[config.mk]
export PLATFORM = sky130hd
export DESIGN_NAME = hz_ctrl
export DESIGN_NICKNAME = d
export VERILOG_FILES = /design/src/rtl/hz_pkg.sv /design/src/rtl/hz_fwd_sel.sv /design/src/rtl/hz_stall_unit.sv /design/src/rtl/hz_ctrl.sv
export SDC_FILE = /design/constraint.sdc
export NUM_CORES = 1
export LEC_CHECK = 0
export CAP_MARGIN = 20
export CORE_ASPECT_RATIO = 0.8
export CORE_UTILIZATION = 34
export DETAILED_ROUTE_END_ITERATION = 8
export GPL_TIMING_DRIVEN = 0
export PLACE_DENSITY = 0.84
export SETUP_SLACK_MARGIN = 0.2
export SKIP_LAST_GASP = 1
export SYNTH_ARGS = -nofsm -noshare
export SYNTH_HDL_FRONTEND = slang
export SYNTH_SLANG_ARGS = --single-unit
[constraint.sdc]
create_clock -name vclk -period 2.8
set_input_delay 0.7 -clock vclk [all_inputs]
set_output_delay 0.7 -clock vclk [all_outputs]
set_load 0.005 [all_outputs]
[src/rtl/hz_pkg.sv]
package hz_pkg;
  typedef enum logic [2:0] {
    OPC_ALU    = 3'd0,
    OPC_LOAD   = 3'd1,
    OPC_STORE  = 3'd2,
    OPC_MUL    = 3'd3,
    OPC_BRANCH = 3'd4
  } opc_e;

  localparam logic [1:0] SEL_RF  = 2'd0;
  localparam logic [1:0] SEL_MEM = 2'd1;
  localparam logic [1:0] SEL_WB  = 2'd2;
endpackage

[src/rtl/hz_fwd_sel.sv]
module hz_fwd_sel #(
  parameter int REG_W = 5
) (
  input  logic [REG_W-1:0] src,
  input  logic [REG_W-1:0] m_rd,
  input  logic             m_we,
  input  logic [REG_W-1:0] w_rd,
  input  logic             w_we,
  output logic [1:0]       sel
);
  import hz_pkg::*;

  function automatic logic hit(input logic [REG_W-1:0] s,
                               input logic [REG_W-1:0] d,
                               input logic v);
    return v && (d != '0) && (s == d);
  endfunction

  logic mem_hit, wb_hit;
  assign mem_hit = hit(src, m_rd, m_we);
  assign wb_hit  = hit(src, w_rd, w_we);

  // Younger producer (memory stage) has priority
  always_comb begin
    if (mem_hit)     sel = SEL_MEM;
    else if (wb_hit) sel = SEL_WB;
    else             sel = SEL_RF;
  end
endmodule

[src/rtl/hz_stall_unit.sv]
module hz_stall_unit #(
  parameter int REG_W     = 5,
  parameter int MUL_DEPTH = 4
) (
  input  logic                              d_valid,
  input  logic [2:0]                        d_op,
  input  logic [REG_W-1:0]                  d_rs1,
  input  logic [REG_W-1:0]                  d_rs2,
  input  logic [REG_W-1:0]                  d_rd,
  input  logic                              d_we,
  input  logic [2:0]                        x_op,
  input  logic [REG_W-1:0]                  x_rd,
  input  logic                              x_we,
  input  logic [MUL_DEPTH-2:0][REG_W-1:0]   mul_rd,
  input  logic [MUL_DEPTH-2:0]              mul_we,
  output logic                              ld_use,
  output logic                              mul_src,
  output logic                              wport,
  output logic                              worder
);
  import hz_pkg::*;

  localparam int NSRC    = MUL_DEPTH - 1;   // stages whose result is not yet forwardable
  localparam int COLLIDE = MUL_DEPTH - 3;   // stage that reaches writeback with a decode insn
  localparam int NORDER  = MUL_DEPTH - 3;   // stages that would finish after a decode insn

  function automatic logic hit(input logic [REG_W-1:0] s,
                               input logic [REG_W-1:0] d,
                               input logic v);
    return v && (d != '0) && (s == d);
  endfunction

  logic d_is_store, d_is_mul, d_writes;
  assign d_is_store = (d_op == OPC_STORE);
  assign d_is_mul   = (d_op == OPC_MUL);
  assign d_writes   = d_valid && d_we && (d_rd != '0) && !d_is_mul;

  // load followed by a dependent consumer
  logic x_is_load;
  assign x_is_load = (x_op == OPC_LOAD);
  assign ld_use = d_valid && x_is_load &&
                  (hit(d_rs1, x_rd, x_we) ||
                   (!d_is_store && hit(d_rs2, x_rd, x_we)));

  // sources waiting for an in-flight multiply
  logic [NSRC-1:0] src_hit;
  for (genvar k = 0; k < NSRC; k++) begin : g_src
    assign src_hit[k] = hit(d_rs1, mul_rd[k], mul_we[k]) ||
                        hit(d_rs2, mul_rd[k], mul_we[k]);
  end
  assign mul_src = d_valid && (|src_hit);

  // single write port collision
  assign wport = d_writes && mul_we[COLLIDE] && (mul_rd[COLLIDE] != '0);

  // younger write overtaken by an older multiply
  if (NORDER > 0) begin : g_ord
    logic [NORDER-1:0] ord_hit;
    for (genvar k = 0; k < NORDER; k++) begin : g_stage
      assign ord_hit[k] = hit(d_rd, mul_rd[k], mul_we[k]);
    end
    assign worder = d_writes && (|ord_hit);
  end else begin : g_no_ord
    assign worder = 1'b0;
  end
endmodule

[src/rtl/hz_ctrl.sv]
module hz_ctrl #(
  parameter int REG_W     = 5,
  parameter int MUL_DEPTH = 4
) (
  input  logic                             d_valid,
  input  logic [2:0]                       d_op,
  input  logic [REG_W-1:0]                 d_rs1,
  input  logic [REG_W-1:0]                 d_rs2,
  input  logic [REG_W-1:0]                 d_rd,
  input  logic                             d_we,
  input  logic [2:0]                       x_op,
  input  logic [REG_W-1:0]                 x_rs1,
  input  logic [REG_W-1:0]                 x_rs2,
  input  logic [REG_W-1:0]                 x_rd,
  input  logic                             x_we,
  input  logic [2:0]                       m_op,
  input  logic [REG_W-1:0]                 m_rs2,
  input  logic [REG_W-1:0]                 m_rd,
  input  logic                             m_we,
  input  logic [REG_W-1:0]                 w_rd,
  input  logic                             w_we,
  input  logic [MUL_DEPTH-2:0][REG_W-1:0]  mul_rd,
  input  logic [MUL_DEPTH-2:0]             mul_we,
  input  logic                             flush,
  output logic                             stall,
  output logic [1:0]                       fwd_a,
  output logic [1:0]                       fwd_b,
  output logic                             fwd_st
);
  import hz_pkg::*;

  localparam int NOPND = 2;

  // operand forwarding, one selector per ALU input
  logic [NOPND-1:0][REG_W-1:0] opnd_src;
  logic [NOPND-1:0][1:0]       opnd_sel;
  assign opnd_src[0] = x_rs1;
  assign opnd_src[1] = x_rs2;

  for (genvar i = 0; i < NOPND; i++) begin : g_opnd
    hz_fwd_sel #(.REG_W(REG_W)) u_sel (
      .src (opnd_src[i]),
      .m_rd(m_rd),
      .m_we(m_we),
      .w_rd(w_rd),
      .w_we(w_we),
      .sel (opnd_sel[i])
    );
  end
  assign fwd_a = opnd_sel[0];
  assign fwd_b = opnd_sel[1];

  // store data may come from writeback; the address never does
  logic m_is_store;
  assign m_is_store = (m_op == OPC_STORE);
  assign fwd_st = m_is_store && w_we && (w_rd != '0) && (m_rs2 == w_rd);

  // hazard conditions, visible as named wires
  logic ld_use, mul_src, wport, worder, hazard;

  hz_stall_unit #(.REG_W(REG_W), .MUL_DEPTH(MUL_DEPTH)) u_stall (
    .d_valid(d_valid),
    .d_op   (d_op),
    .d_rs1  (d_rs1),
    .d_rs2  (d_rs2),
    .d_rd   (d_rd),
    .d_we   (d_we),
    .x_op   (x_op),
    .x_rd   (x_rd),
    .x_we   (x_we),
    .mul_rd (mul_rd),
    .mul_we (mul_we),
    .ld_use (ld_use),
    .mul_src(mul_src),
    .wport  (wport),
    .worder (worder)
  );

  assign hazard = ld_use | mul_src | wport | worder;
  assign stall  = hazard & ~flush;
endmodule

# Word level (Yosys, flattened, before mapping)

Cells that the tools add are included.

Register bits: 0
Input port bits: 78
Output and inout bits: 6
Logic and storage cells: 73

Equal/unequal tests: 18
Muxes and demuxes: 4
Bitwise gates (word level): 5
Reductions and logical operators: 46

Operator list:

| cell                 | number |
|---|---|
| $eq A5 B5 Y1         | 14 |
| $reduce_bool A5 Y1   | 7 |
| $logic_and A1 B1 Y1  | 32 |
| $eq A3 B2 Y1 const B | 3 |
| $mux W2              | 4 |
| $logic_or A1 B1 Y1   | 4 |
| $eq A3 B1 Y1 const B | 1 |
| $or A1 B1 Y1         | 3 |
| $reduce_or A3 Y1     | 1 |
| $logic_not A1 Y1     | 2 |
| $and A1 B1 Y1        | 1 |
| $not A1 Y1           | 1 |

# Logic depth before layout (Yosys ltp)

Depth after elaboration: 10
Mapped depth: 6
Gate-level depth less buffers: 6

# Modules after synthesis

A second synthesis with hierarchy kept.

Cell total of the unflattened synthesis: 141
Area, all modules: 1058.5 um^2

By module, submodules not included:

| module        | times used | cells each | area each (um^2) | sequential area each (um^2) |
|---|---|---|---|---|
| hz_stall_unit | 1          | 87         | 645.6            | 0.0 |
| hz_fwd_sel    | 2          | 21         | 158.9            | 0.0 |
| hz_ctrl       | 1          | 12         | 95.1             | 0.0 |

# Least setup slack after synthesis

OpenSTA, ideal clock, no wires.

Kind: input port to output port
Start: in mul_rd[0] (netlist name)
End: out stall
Data arrival time: 1742 ps
Data required time: 2100 ps
Setup slack: 358 ps
Stages: 5
Path buffers: 0
Cell sequence: or4_4 -> o21ai_2 -> a21oi_2 -> nor4_2 -> o21ai_1

Word-level cells in the longest chain between the ends: 10
Elaborated cells between the ends (all ways): 16
Classes of those cells: eq/ne (3); bitwise (4); reduce/logical (9)

RTL lines:

| item                             | RTL line            | RTL |
|---|---|---|
| start, declared                  | hz_ctrl.sv:22       | `input logic [MUL_DEPTH-2:0][REG_W-1:0] mul_rd,` |
| $reduce_bool A5 Y1               | hz_stall_unit.sv:30 | `return v && (d != '0) && (s == d);` |
| $logic_and A1 B1 Y1 (2 in a row) | hz_stall_unit.sv:30 |  |
| $logic_or A1 B1 Y1               | hz_stall_unit.sv:48 | `assign src_hit[k] = hit(d_rs1, mul_rd[k], mul_we[k]) \|\|` |
| $reduce_or A3 Y1                 | hz_stall_unit.sv:51 | `assign mul_src = d_valid && (\|src_hit);` |
| $logic_and A1 B1 Y1              | hz_stall_unit.sv:51 |  |
| $or A1 B1 Y1 (2 in a row)        | hz_ctrl.sv:79       | `assign hazard = ld_use \| mul_src \| wport \| worder;` |
| $or A1 B1 Y1 *                   | hz_ctrl.sv:79       |  |
| $and A1 B1 Y1 *                  | hz_ctrl.sv:80       | `assign stall = hazard & ~flush;` |
| end, declared                    | hz_ctrl.sv:25       | `output logic stall,` |

Mark *: on every way between the ends. The rest lies on a longest branch, timed or not.

# Worst setup path after layout

Start: in x_rs2[2]
End: out fwd_b[1]

Word-level cells in the longest chain between the ends: 4
Elaborated cells between the ends (all ways): 6
Classes of those cells: eq/ne (2); mux (2); reduce/logical (2)

RTL lines:

| item                | RTL line         | RTL |
|---|---|---|
| start, declared     | hz_ctrl.sv:13    | `input logic [REG_W-1:0] x_rs2,` |
| $eq A5 B5 Y1        | hz_fwd_sel.sv:16 | `return v && (d != '0) && (s == d);` |
| $logic_and A1 B1 Y1 | hz_fwd_sel.sv:16 |  |
| $mux W2             | hz_fwd_sel.sv:26 | `else if (wb_hit) sel = SEL_WB;` |
| $mux W2 *           | hz_fwd_sel.sv:25 | `if (mem_hit) sel = SEL_MEM;` |
| end, declared       | hz_ctrl.sv:27    | `output logic [1:0] fwd_b,` |

Marks and branches as above.

==> run summary <==
Die width - 62.3 µm
Largest family of logic cells by synthesized area - XOR/XNOR gates
Syn nets - 206
Core Area - 0.00277 mm²
First-pass GRT wire length - 6560 µm
Setup_tns - 0 ns
Fin nets - 297
Clock buffer count in the final layout - 0
Placed insts - 249
Yosys cell types - 23
Die area - 0.00313 mm²
Antenna Cells - 0
Highest clock rate - 366 MHz
Most frequent cells in the layout - xor2_1, xnor2_1, dlygate4sd2_1
Min-delay worst type - input pin to output pin
Multiplexer area fraction after synthesis - 0%
Leading cell type in the layout, fill and taps excluded - xor2_1
Num ports - 84
Fin. max-slew vios - 0
Tcrit/Tclk final - 97.5%
Largest net degree at the start of global routing - 5
Hold Path Depth - 5
Fraction of layout cells with a size suffix above 1 - 34.1%
Final Routed Wirelength - 4560 µm
Hold Vio Cnt, Final - 0
Worst EP arrival - 2.03 ns
GRT overflow - 0
Final setup vio count - 0
Top cell type's share of synthesized area - 36.3%
1st-iter DRT viols - 68
Compound-cell area share of the yosys netlist - 7.33%
Std cell rows - 17
Worst Hold End - fwd_st
Fill cells - 212
Critical Path End Type - output pin
Critical path's largest stage delay - 0.45 ns
Crit Path Category - input pin to output pin
Synth Area in Simple Gates - 28.8%
DRC - 0
Netlist Area Pre-Place - 990 µm²
Critical path data required time - 2.10 ns
Synth Instances - 128
Slew Limit Headroom - 75.3%
Area contributors post-synth - xor2_1, xnor2_1, nand3_1
Synth warnings - 0
Routed Antenna Nets - 0
TritonRoute pass-1 iters - 5
Hold wc startpoint - w_rd[3]
Worst-path cell chain - clkdlybuf4s50_1 -> xor2_1 -> or4_4 -> nor4_2 -> buf_2
Sequential area share after synthesis - 0%
Period minus WS final - 2.73 ns
All-Layer GR Usage - 26.6%
Post-synthesis xor/xnor area fraction - 61.9%
Pwr dens - 145 mW/mm²
Buffers on Ports - 83
Drt via density - 5.48
CP max FO - 2
Fin cells - 255
# Max-Cap Violations - 0
Worst slew pin tran - 0.370 ns
Die H - 50.3 µm
Initial antenna violation count - 0
Initial Utilization - 35.8%
Leak - 0.834 nW
HPWL Detailed - 3340 µm
Avg Cell Area, Syn - 7.73 µm²
Register area - 0 µm²
RSZ-0062 raised after global routing - true
Via count - 1398
Worst vdd ir - 0.101 mV
Dpl cell area - 0.00187 mm²
Post-synthesis adder-cell area fraction - 0%
Critical Path Source Type - input pin
RePlAce Congestion - 0.853
Final core utilization - 72.0%
Area Growth Syn to Fin - 101%
FFs & Latches - 0
WL/cell - 17.9 µm
Vias in the first global route - 1411
Design area - 0.00199 mm²
Yosys top cell by area - xor2_1
Crit-path slowest cell - clkdlybuf4s50_1
CTS Hold Buffers Added - 0
Status - finished, final reports clean
==> power breakdown <==
part / switching, mW / internal, mW / total [mW]
logic: 0.135 / 0.154 / 0.289
clock network: 0 / 0 / 0
registers: 0 / 0 / 0
total: 0.135 / 0.154 / 0.289
==> worst max-delay path by stage <==
stage / slack [ns] / endpoint / from
2_1_floorplan: 0.36 / stall / mul_rd[0]
3_3_place_gp: -0.72 / fwd_b[1] / m_rd[0]
3_5_place_dp: -0.75 / stall / mul_rd[3]
4_1_cts: -0.05 / fwd_b[1] / x_rs2[2]
5_1_grt: -0.04 / stall / d_rs2[2]
6_report: 0.07 / fwd_b[1] / x_rs2[2]
==> per-layer routing <==
layer  vias up  share of wire, %  track usage, %
li1        636                 -               -
met1       662                39            30.1
met2        81                53            53.1
met3        19               6.2            1.82
met4         0               2.1            8.14
met5         -                 0               0
==> area by class of cell <==
class,count,area [µm²],share of cell area [%]
multi-input cells,125,1140,57.4
well taps,38,47.5,2.39
plain buffers,3,18.8,0.943
repair buffers,89,782,39.3
==> synth_stat cells <==
master,instances
xor2_1,41
xnor2_1,29
nand3_1,11
nor3_1,8
or4_1,7
nor4_1,5
o21ai_1,4
a21oi_1,3
nor4_2,3
buf_4,2
nand3b_1,2
o21ai_0,2
a21oi_2,1
a221o_1,1
clkbuf_1,1
nand2b_1,1
nand4_1,1
nand4b_1,1
nor2_1,1
nor3b_1,1
nor4bb_1,1
o21ai_2,1
or4_4,1
==> cells by family after synthesis <==
| family | count (synthesis) |
|---|---|
| and+or+nand+nor | 43 |
| buffers and inverters | 3 |
| AOI/OAI and AO/OA | 12 |
| xor gates and xnor gates | 70 |
==> worst max-delay path, delay by kind of cell <==
family | cells | cell delay [ns]
XOR/XNOR | 1 | 0.16
buffers and inverters | 2 | 0.61
AND/OR/NAND/NOR | 2 | 0.57
==> through the flow <==
step                setup slack [ns]  power [mW]  hold WS, ns
floorplan                      0.358      0.0994         1.44
global placement              -0.723       0.256         2.33
detailed placement            -0.751       0.265         2.35
CTS                          -0.0517       0.269         1.90
global route                 -0.0403       0.305         1.86
finish                        0.0688       0.289         1.81
==> what timing repair did <==
action | in CTS | in global routing
gates resized for setup | 189 | 41
endpoints found under the setup margin | 6 | 6
pin swaps | 27 | 22
buffers inserted | 5 | 1
Note: power is estimated with default switching activity, not from simulation.
